**config.mk**
```make
export PLATFORM = sky130hd
export DESIGN_NAME = ifu_core
export DESIGN_NICKNAME = d
export VERILOG_FILES = /design/src/rtl/ifu_pkg.sv /design/src/rtl/ifu_src_sel.sv /design/src/rtl/ifu_prefetch.sv /design/src/rtl/ifu_byte_join.sv /design/src/rtl/ifu_core.sv
export SDC_FILE = /design/constraint.sdc
export NUM_CORES = 1
export LEC_CHECK = 0
export BUFFER_PORTS_ARGS = -buffer_cell sky130_fd_sc_hd__buf_2
export CAP_MARGIN = 30
export CORE_MARGIN = 2
export CORE_UTILIZATION = 30
export DETAILED_ROUTE_END_ITERATION = 8
export PLACE_DENSITY_LB_ADDON = 0.05
export SLEW_MARGIN = 15
export SYNTH_ARGS = -nofsm -noshare
export SYNTH_HDL_FRONTEND = slang
export SYNTH_SLANG_ARGS = --single-unit
```
**constraint.sdc**
```tcl
create_clock -name clk -period 1.2 [get_ports clk]
set_clock_uncertainty 0.1 [all_clocks]
set_input_delay 0 -clock clk [delete_from_list [all_inputs] [get_ports clk]]
set_output_delay 0 -clock clk [all_outputs]
set_load 0.005 [all_outputs]
```
**src/rtl/ifu_pkg.sv**
```systemverilog
package ifu_pkg;
    typedef enum logic [1:0] {
        SRC_HOLD = 2'd0,
        SRC_BUS  = 2'd1,
        SRC_PF   = 2'd2,
        SRC_TRAP = 2'd3
    } ir_src_e;
endpackage

```
**src/rtl/ifu_src_sel.sv**
```systemverilog
module ifu_src_sel
    import ifu_pkg::*;
(
    input  logic    ir_load,
    input  logic    trap_req,
    input  logic    pf_valid,
    output ir_src_e src,
    output logic    pf_take
);
    always_comb begin
        if (trap_req)
            src = SRC_TRAP;
        else if (ir_load && pf_valid)
            src = SRC_PF;
        else if (ir_load)
            src = SRC_BUS;
        else
            src = SRC_HOLD;
        pf_take = (src == SRC_PF);
    end
endmodule

```
**src/rtl/ifu_prefetch.sv**
```systemverilog
module ifu_prefetch #(
    parameter int DW = 8
) (
    input  logic          clk,
    input  logic          rst,
    input  logic [DW-1:0] rd_data,
    input  logic          pf_load,
    input  logic          pf_take,
    input  logic          flush,
    output logic [DW-1:0] pf_byte,
    output logic          pf_valid
);
    typedef struct packed {
        logic [DW-1:0] data;
        logic          valid;
    } pf_state_t;

    pf_state_t st_d, st_q;

    always_comb begin
        st_d = st_q;
        if (flush) begin
            st_d.valid = 1'b0;
        end else begin
            if (pf_take)
                st_d.valid = 1'b0;
            if (pf_load) begin
                st_d.data  = rd_data;
                st_d.valid = 1'b1;
            end
        end
    end

    always_ff @(posedge clk) begin
        if (rst)
            st_q <= '0;
        else
            st_q <= st_d;
    end

    assign pf_byte  = st_q.data;
    assign pf_valid = st_q.valid;

    AST_PF_SET: assert property (@(posedge clk) disable iff (rst)
        (pf_load && !flush) |=> pf_valid);
    AST_PF_DRAIN: assert property (@(posedge clk) disable iff (rst)
        (pf_take && !pf_load && !flush) |=> !pf_valid);
    AST_PF_FLUSH: assert property (@(posedge clk) disable iff (rst)
        flush |=> !pf_valid);
    AST_PF_REFILL: assert property (@(posedge clk) disable iff (rst)
        (pf_take && pf_load && !flush) |=> (pf_valid && pf_byte == $past(rd_data)));
endmodule

```
**src/rtl/ifu_byte_join.sv**
```systemverilog
module ifu_byte_join #(
    parameter int DW = 8
) (
    input  logic            clk,
    input  logic            rst,
    input  logic [DW-1:0]   rd_data,
    input  logic            lo_capture,
    output logic [2*DW-1:0] rd_zext,
    output logic [2*DW-1:0] rd_word
);
    localparam int WW = 2 * DW;

    typedef struct packed {
        logic [DW-1:0] lo;
    } join_state_t;

    join_state_t st_d, st_q;

    always_comb begin
        st_d = st_q;
        if (lo_capture)
            st_d.lo = rd_data;
    end

    always_ff @(posedge clk) begin
        if (rst)
            st_q <= '0;
        else
            st_q <= st_d;
    end

    assign rd_zext = {{(WW-DW){1'b0}}, rd_data};
    assign rd_word = {rd_data, st_q.lo};

    AST_LO_CAPTURE: assert property (@(posedge clk) disable iff (rst)
        lo_capture |=> (st_q.lo == $past(rd_data)));
    AST_LO_KEEP: assert property (@(posedge clk) disable iff (rst)
        !lo_capture |=> $stable(st_q.lo));
endmodule

```
**src/rtl/ifu_core.sv**
```systemverilog
module ifu_core
    import ifu_pkg::*;
#(
    parameter int          DW       = 8,
    parameter logic [DW-1:0] NOP_OP = 8'h00,
    parameter logic [DW-1:0] TRAP_OP = 8'hA5
) (
    input  logic            clk,
    input  logic            rst,
    input  logic [DW-1:0]   rd_data,
    input  logic            ir_load,
    input  logic            pf_load,
    input  logic            trap_req,
    input  logic            lo_capture,
    output logic [DW-1:0]   instr,
    output logic            pf_valid,
    output logic [2*DW-1:0] rd_zext,
    output logic [2*DW-1:0] rd_word
);
    typedef struct packed {
        logic [DW-1:0] ir;
    } ir_state_t;

    ir_state_t     st_d, st_q;
    ir_src_e       src;
    logic          pf_take;
    logic [DW-1:0] pf_byte;

    ifu_src_sel u_sel (
        .ir_load  (ir_load),
        .trap_req (trap_req),
        .pf_valid (pf_valid),
        .src      (src),
        .pf_take  (pf_take)
    );

    ifu_prefetch #(.DW(DW)) u_pf (
        .clk      (clk),
        .rst      (rst),
        .rd_data  (rd_data),
        .pf_load  (pf_load),
        .pf_take  (pf_take),
        .flush    (trap_req),
        .pf_byte  (pf_byte),
        .pf_valid (pf_valid)
    );

    ifu_byte_join #(.DW(DW)) u_join (
        .clk        (clk),
        .rst        (rst),
        .rd_data    (rd_data),
        .lo_capture (lo_capture),
        .rd_zext    (rd_zext),
        .rd_word    (rd_word)
    );

    always_comb begin
        st_d = st_q;
        unique case (src)
            SRC_TRAP: st_d.ir = TRAP_OP;
            SRC_PF:   st_d.ir = pf_byte;
            SRC_BUS:  st_d.ir = rd_data;
            default:  st_d.ir = st_q.ir;
        endcase
    end

    always_ff @(posedge clk) begin
        if (rst)
            st_q <= '{ir: NOP_OP};
        else
            st_q <= st_d;
    end

    assign instr = st_q.ir;

    AST_RESET_STATE: assert property (@(posedge clk)
        rst |=> (instr == NOP_OP && !pf_valid));
    AST_TRAP_WINS: assert property (@(posedge clk) disable iff (rst)
        trap_req |=> (instr == TRAP_OP));
    AST_IR_HOLD: assert property (@(posedge clk) disable iff (rst)
        (!ir_load && !trap_req) |=> $stable(instr));
    AST_FROM_BUS: assert property (@(posedge clk) disable iff (rst)
        (ir_load && !pf_valid && !trap_req) |=> (instr == $past(rd_data)));
    AST_FROM_PF: assert property (@(posedge clk) disable iff (rst)
        (ir_load && pf_valid && !trap_req) |=> (instr == $past(pf_byte)));
endmodule

```
### Yosys cells after proc, flatten, opt, wreduce, memory -nomap -nowiden

Index checks and enable logic that the tools add are counted.

| word-level totals | value |
|---|---|
| input port bits | 14 |
| register bits | 25 |
| logic and storage cells | 19 |

| cells by class | value |
|---|---|
| reduce and logical (&&, ||, !) cells | 5 |
| bitwise logic cells | 1 |
| muxes and demuxes | 6 |
| equality and inequality tests | 3 |

Operators by type and width:

| operator | count |
|---|---|
| one-hot mux 8 bit (3 select lines) | 1 |
| equality test 2 bit, second input constant | 2 |
| two-way mux 2 bit | 2 |
| two-way mux 1 bit | 3 |
| nonzero test 3 bit | 1 |
| equality test 2 x 1 -> 1 bit, second input constant | 1 |
| AND reduction 2 bit | 1 |
| nonzero test 2 bit | 1 |
| OR reduction 2 bit | 1 |
| logical AND 1 bit | 1 |
| NOT 1 bit | 1 |

### Longest topological paths before layout

Gate-level depths: netlist (run 1).

| logic depth | value |
|---|---|
| depth after elaboration | 6 |
| depth in mapped cells | 4 |

### Cells and area by module

Synthesis (run 1) repeated with hierarchy kept, for this count alone.

| unflattened totals | value |
|---|---|
| cells, all modules | 138 |
| area total of the unflattened synthesis | 1,317.5 µm² |

By module, submodules not included:

| module | seq. area each (µm²) | cells an instance | area an instance (µm²) | times used |
|---|---|---|---|---|
| ifu_byte_join | 160.2 | 51 | 469.2 | 1 |
| ifu_prefetch | 180.2 | 38 | 421.7 | 1 |
| ifu_core | 160.2 | 44 | 401.6 | 1 |
| ifu_src_sel | 0.0 | 5 | 25.0 | 1 |

### Worst setup path after synthesis (run 1)

No wires, ideal clock.

| timing path | value |
|---|---|
| path kind | register to register |
| from | register u_pf.st_q, in the netlist u_pf.pf_valid |
| to | register st_q, in the netlist instr[0] |
| path buffers | 1 |
| path slack | 0.211 ns |
| cell stages (with the launch flop) | 4 |
| clock period less this slack | 0.989 ns |
| arrival | 0.758 ns |
| path through | dfxtp_1 buf_4 mux2i_1 a211oi_1 |

| on the way | value |
|---|---|
| cells in the longest elaborated chain, start to end | 5 |

Ends and longest elaborated chain:

| what | line | RTL |
|---|---|---|
| from (decl) | ifu_prefetch.sv:18 | `pf_state_t st_d, st_q;` |
| from (signal assigned) | ifu_prefetch.sv:38 | `st_q <= st_d;` |
| logical AND 1 bit * | ifu_src_sel.sv:13 | `else if (ir_load && pf_valid)` |
| two-way mux 2 bit * | ifu_src_sel.sv:13 |  |
| two-way mux 2 bit * | ifu_src_sel.sv:11 | `if (trap_req)` |
| equality test 2 x 1 -> 1 bit or equality test 2 bit (tied branches) | ifu_core.sv:59 | `unique case (src)` |
| one-hot mux 8 bit (3 select lines) or nonzero test 3 bit (tied branches) | - |  |
| to (signal assigned) | ifu_core.sv:69 | `st_q <= '{ir: NOP_OP};` |
| to (signal assigned) | ifu_core.sv:71 | `st_q <= st_d;` |
| to (decl) | ifu_core.sv:24 | `ir_state_t st_d, st_q;` |

Mark *: on every way between the ends. The rest lies on a longest branch, timed or not.
A chain may end at the register's enable or synchronous reset.

### Worst setup path after layout (run 1)

| timing path | value |
|---|---|
| from | input port ir_load |
| to | register st_q, in the netlist instr[0] |

| on the way | value |
|---|---|
| cells in the longest elaborated chain, start to end | 5 |

Ends and longest elaborated chain:

| what | line | RTL |
|---|---|---|
| from (decl) | ifu_core.sv:11 | `input logic ir_load,` |
| two-way mux 1 bit or logical AND 1 bit (tied branches) | ifu_src_sel.sv:15, ifu_src_sel.sv:13 |  |
| two-way mux 2 bit * | ifu_src_sel.sv:13 |  |
| two-way mux 2 bit * | ifu_src_sel.sv:11 |  |
| equality test 2 x 1 -> 1 bit or equality test 2 bit (tied branches) | ifu_core.sv:59 |  |
| one-hot mux 8 bit (3 select lines) or nonzero test 3 bit (tied branches) | - |  |

Marked as above.

==> metrics.txt, run 1 <==
status=finished, final reports clean; Yosys cell types=16; Worst Setup Path Type=in -> reg; input/output buffers=46; cell area after synthesis=1174 um2; leakage power=0.0006739 uW; first-pass GRT wire length=4071 um; Max Cap Viol=0; synthesis warning total=0; full die area=4428 um2; # nets final=around 180; top cells by count, synth=26 x buf_4, 25 x dfxtp_1, 16 x mux2i_1, 16 x nand2_1, 14 x nor2_1; unrepaired setup endpoints after global routing=yes; gr ovfl total=0; initial cell density of the core=0.3158; Yosys top cell area share=0.4264; largest cells by area after synthesis=dfxtp_1 43%, buf_4 17%, mux2i_1 14%; die height=66.55 um; die extent in x=66.55 um; final hold vios=0; num ports=55; largest net degree at the start of global routing=15; Clock transition at path regs=100 ps; CP startpoint kind=input pin; H-tree Lvls=1; layout cells sized above 1=0.3669; Power Density=1157 nW/um2; drt first pass iters=4; EDFF count, synth=0; Total Power=1686 uW; Wirelength per Cell=between 10 and 15 um; FP Rows=22; Avg Inst Size Synth=about 9.2 um2; Inserted Clock Buffers=3; initial antenna violation count=0; Place WS=177.5 ps; Hold Crit Class=in -> reg; CTS tree=done; vias=937; Peak VDD IR=0.0004189 V; reg2reg path depth=3; Hold Path Stages=3; Slew Viols, Final=0; most frequent cell after synthesis=buf_4; TNS Setup=0 ps; slowest library cell on the worst path=dlygate4sd3_1; Final GP Congestion=0.7486; Critical Path Sink Type=flop; Seq cells post-synth=25; Worst EP required=roughly 1300 ps; vias in the first global route=910; root cell of the clock tree=clkbuf_8; Max Clk Rate=0.8934 GHz; largest area contributor in the netlist=dfxtp_1; Worst EP arrival=1180 ps; final worst setup slack=80.68 ps; WP buf/inv=3; # DRC=0; worst hold slack=46.23 ps; post-CTS sizing=0; Synth async-reset ratio=0; initial drt markers=43; GRT Util Overall=0.1213; final worst path period need=approximately 1100 ps; Post-Layout Inst Area=1458 um2; area delta synth->final=24.20%; Seq/Total Area, Yosys=0.4264; clock buffer depth=2; synthesized instance count=128; critical path's largest stage delay=approximately 520 ps; core area=3716 um2; worst-skew pair later-pin latency=between 200 and 300 ps; cell family with most CP delay=buffers and inverters; clock sink count=25; final setup fails=0; post-place instance area=1301 um2; crit path cell chain=dlygate4sd3_1 > buf_2 > inv_1 > nor2_1 > a211oi_1; # fillers=about 380; number of nets with antenna violations after routing=0; DP HPWL=1824 um; WP depth=5; total inserted antenna cells=0; Worst Path Max Fanout=13; final period utilization=0.9328; vias per inst=4.318; Main synth FF type=dfxtp_1; total wire length=2448 um
==> cells by family (layout without fill, tap and decap cells) <==
group	Yosys count	count (layout)	synth area share
muxes	16	16	0.1365
DFF	25	25	0.4264
buffers and inverters	32	66	0.1898
and+or+nand+nor	37	37	0.1290
other	1	8	0.003195
AOI/OAI and AO/OA	17	17	0.1151
==> worst min-delay path, delay by kind of cell <==
family	cells	cell delay (ps)
buf+inv	1	180
simple gates	1	70
mux	1	140
==> layout make-up <==
class | count | area [um2] | share of cell area
multi-input combinational | 78 | 476.7 | 0.3270
inverter | 1 | 3.754 | 0.002575
tap | 48 | 60.06 | 0.04120
clock inverter | 1 | 5.005 | 0.003433
clock buffer | 3 | 41.29 | 0.02833
sequential | 25 | 500.5 | 0.3433
timing repair buffer | 61 | 370.4 | 0.2541
==> where the power goes <==
group,internal (uW),total [uW],switching [uW],leakage [uW]
logic,137,278,141,0.000442
clock network,233,512,279,0.0000255
registers,876,896,20.5,0.000206
==> registers in the layout, summed over array words and instances (netlist names) <==
| signal | count |
|---|---|
| u_pf.pf_valid | 1 |
| u_join.st_q | 8 |
| instr | 8 |
| u_pf.pf_byte | 8 |
==> cells in the final DEF, fill, tap and decap left out, types with 4 or more instances in the layout <==
master          n
nand2_1        16
nor3_1          4
a211oi_1        8
conb_1          8
a21oi_2         8
dfxtp_1        25
buf_4           4
dlygate4sd3_1  11
mux2i_1        16
nor2_1         14
buf_2          46
==> timing repair <==
item                                   CTS  global route
hold buffers                            11             0
setup buffers                            0             0
setup endpoints to repair                0             1
endpoints found under the hold margin   19             0
==> path summary, 6_finish.rpt <==
| check | startpoint | end | slack, ps |
|---|---|---|---|
| worst min-delay path | lo_capture | u_join.st_q[5] | 50 |
| worst max-delay path | ir_load | instr[0] | 80 |
| worst min register to register | u_pf.pf_byte[5] | u_pf.pf_byte[5] | 380 |
| worst max register to register | u_pf.pf_valid | instr[3] | 160 |
==> metal layers <==
layer  wire length (um)  vias up  track usage
li1                   -      472            -
met1               1164      427       0.1576
met2               1108       36       0.1988
met3                156        2      0.01689
met4                 19        0      0.05357
met5                  0        -            0
==> per-stage QoR <==
| step | cells | utilization |
|---|---|---|
| 6_report | 217 | 0.3923 |
| 5_1_grt | 217 | 0.3923 |
| 4_1_cts | 217 | 0.3923 |
| 3_5_place_dp | 202 | 0.3502 |
| 3_3_place_gp | 202 | 0.3502 |
| 2_1_floorplan | 135 | - |
Power figures use the tool's default switching activity.
==> run 2, diff against run 1 <==
--- a/config.mk
+++ b/config.mk
@@ -5,12 +5,12 @@
 export SDC_FILE = /design/constraint.sdc
 export NUM_CORES = 1
 export LEC_CHECK = 0
-export BUFFER_PORTS_ARGS = -buffer_cell sky130_fd_sc_hd__buf_2
+export BUFFER_PORTS_ARGS = -buffer_cell sky130_fd_sc_hd__buf_4
 export CAP_MARGIN = 30
-export CORE_MARGIN = 2
+export CORE_MARGIN = 8
 export CORE_UTILIZATION = 30
 export DETAILED_ROUTE_END_ITERATION = 8
-export PLACE_DENSITY_LB_ADDON = 0.05
+export PLACE_DENSITY = 0.61
 export SLEW_MARGIN = 15
 export SYNTH_ARGS = -nofsm -noshare
 export SYNTH_HDL_FRONTEND = slang
==> run 2 against run 1 <==
Non-clock buffer count unchanged. Die area up 39%. Via count up 0.11%. Count of clock-buffer cells in the layout up 1. Largest cell class unchanged.
==> metrics.txt, run 2 (synthesis results as in run 1) <==
status=finished, final reports clean; Worst Hold Path EP=instr[7]; input/output buffers=46; number of nets with antenna violations after routing=0; reg2reg path depth=3; post-place instance area=1401 um2; clock buffer depth=2; Post-Layout Inst Area=1583 um2; area delta synth->final=34.86%; H-tree Lvls=1; Wirelength per Cell=13.19 um; # nets final=184; Inserted Clock Buffers=3; CP startpoint kind=input pin; crit path cell chain=dlygate4sd3_1 > buf_6 > or2_4 > a211oi_1; Max Cap Viol=0; final period utilization=0.8992; gr ovfl total=0; clock sink count=25; unrepaired setup endpoints after global routing=no; sequential share of power=0.521; layout cells sized above 1=0.3550; worst-skew pair later-pin latency=270 ps; Slew Viols, Final=0; core area=3716 um2; Critical Path Sink Type=flop; Peak VDD IR=0.0008201 V; DP HPWL=2186 um; Power Density=1089 nW/um2; initial cell density of the core=0.3158; Worst Setup Path Type=in -> reg; CTS tree=done; worst relative slew slack=0.6456; Max Clk Rate=around 0.93 GHz; Clk pwr share=0.285; die extent in x=78.55 um; Post-Route M1 WL=1389 um; die height=between 70 and 80 um; Worst EP required=1290 ps; total wire length=2862 um; Logic pwr share=0.194; critical path's largest stage delay=roughly 550 ps; commonest non-fill, non-tap cell in the layout=buf_4; FF-to-FF End=instr[5]; vias in the first global route=1012; worst hold slack=32.72 ps; Worst EP arrival=1170 ps; drt first pass iters=3; num ports=55; # DRC=0; final hold vios=0; Hold Startpoint=trap_req; initial drt markers=48; GRT Util Overall=0.09099; r2r startpoint=u_pf.pf_valid; total inserted antenna cells=0; top sig layer=met4; vias=938; final setup fails=0; Clock transition at path regs=80 ps; P_int=approximately 1300 uW; actual slew at the worst max-slew pin=between 500 and 600 ps; TNS Setup=0 ps; initial antenna violation count=0; slowest library cell on the worst path=dlygate4sd3_1; most frequent cells in the layout=47 x buf_4, 25 x dfxtp_1, 16 x mux2i_1, 16 x nand2_1, 14 x nor2_1; full die area=~6200 um2; met2 wire len=around 1100 um; R2R Setup Slk=190 ps; Worst Path Max Fanout=21; first-pass GRT wire length=4664 um; WP buf/inv=2; largest net degree at the start of global routing=22; vias per inst=4.323; root cell of the clock tree=clkbuf_8; leakage power=0.0007019 uW; Sw Pwr=426.8 uW; sw frac=0.2477; Hold Path Stages=3; FP Rows=22; Hold Crit Class=in -> reg; cell family with most CP delay=buffers and inverters; Met3 Wirelength=306 um; final worst path period need=1079 ps; WP depth=4; Final GP Congestion=0.6739
[run 2: tightest hold or removal path: cells and delay by family]
kind | cells | cell delay (ps)
AOI/OAI and AO/OA | 1 | 180
buffers and inverters | 1 | 120
and+or+nand+nor | 1 | 50
[run 2: cell type report]
type	instances	area [um2]
flip-flops and latches	25	500.5
well taps	48	60.06
inverters	1	3.754
clock buffers	4	45.04
repair buffers	61	494.2
multi-input cells	78	479.2
fillers	377	2133
[run 2: how the worst max path moves through the flow]
stage	slack [ps]	to	from
detailed placement	160	u_pf.pf_byte[7]	trap_req
global placement	220	instr[2]	u_pf.pf_valid
CTS	30	instr[4]	rst
finish	120	instr[4]	rst
global route	40	instr[4]	rst
floorplan	210	instr[0]	u_pf.pf_valid
[run 2: power by group through the flow]
stage | clock network [uW] | logic [uW] | registers (uW)
4_1_cts | 513 | 333 | 899
2_1_floorplan | 0 | 186 | 919
3_5_place_dp | 0 | 301 | 918
3_3_place_gp | 0 | 294 | 917
6_report | 490 | 334 | 899
5_1_grt | 541 | 369 | 904
[run 2: routing by layer]
metal | global-route usage | up-vias
met1 | 0.1107 | 415
li1 | - | 474
met4 | 0.02222 | 0
met5 | 0 | -
met2 | 0.1375 | 45
met3 | 0.04784 | 4
[run 2: repair_timing]
item,CTS,global route
setup endpoints to repair,0,1
buffers inserted,0,0
gates resized for setup,0,2
hold endpoints to repair,21,3
hold buffers,12,1
[run 2: metrics by stage]
| step | worst slack (ps) | util | power, uW | instances |
|---|---|---|---|---|
| finish | 120.9 | 0.4259 | 1723 | 217 |
| global route | 35.02 | 0.4259 | 1815 | 217 |
| CTS | 34.62 | 0.4215 | 1745 | 216 |
| detailed placement | 164.9 | 0.3771 | 1219 | 200 |
| global placement | 223.3 | 0.3771 | 1211 | 200 |
| floorplan | 211.1 | - | 1105 | 135 |
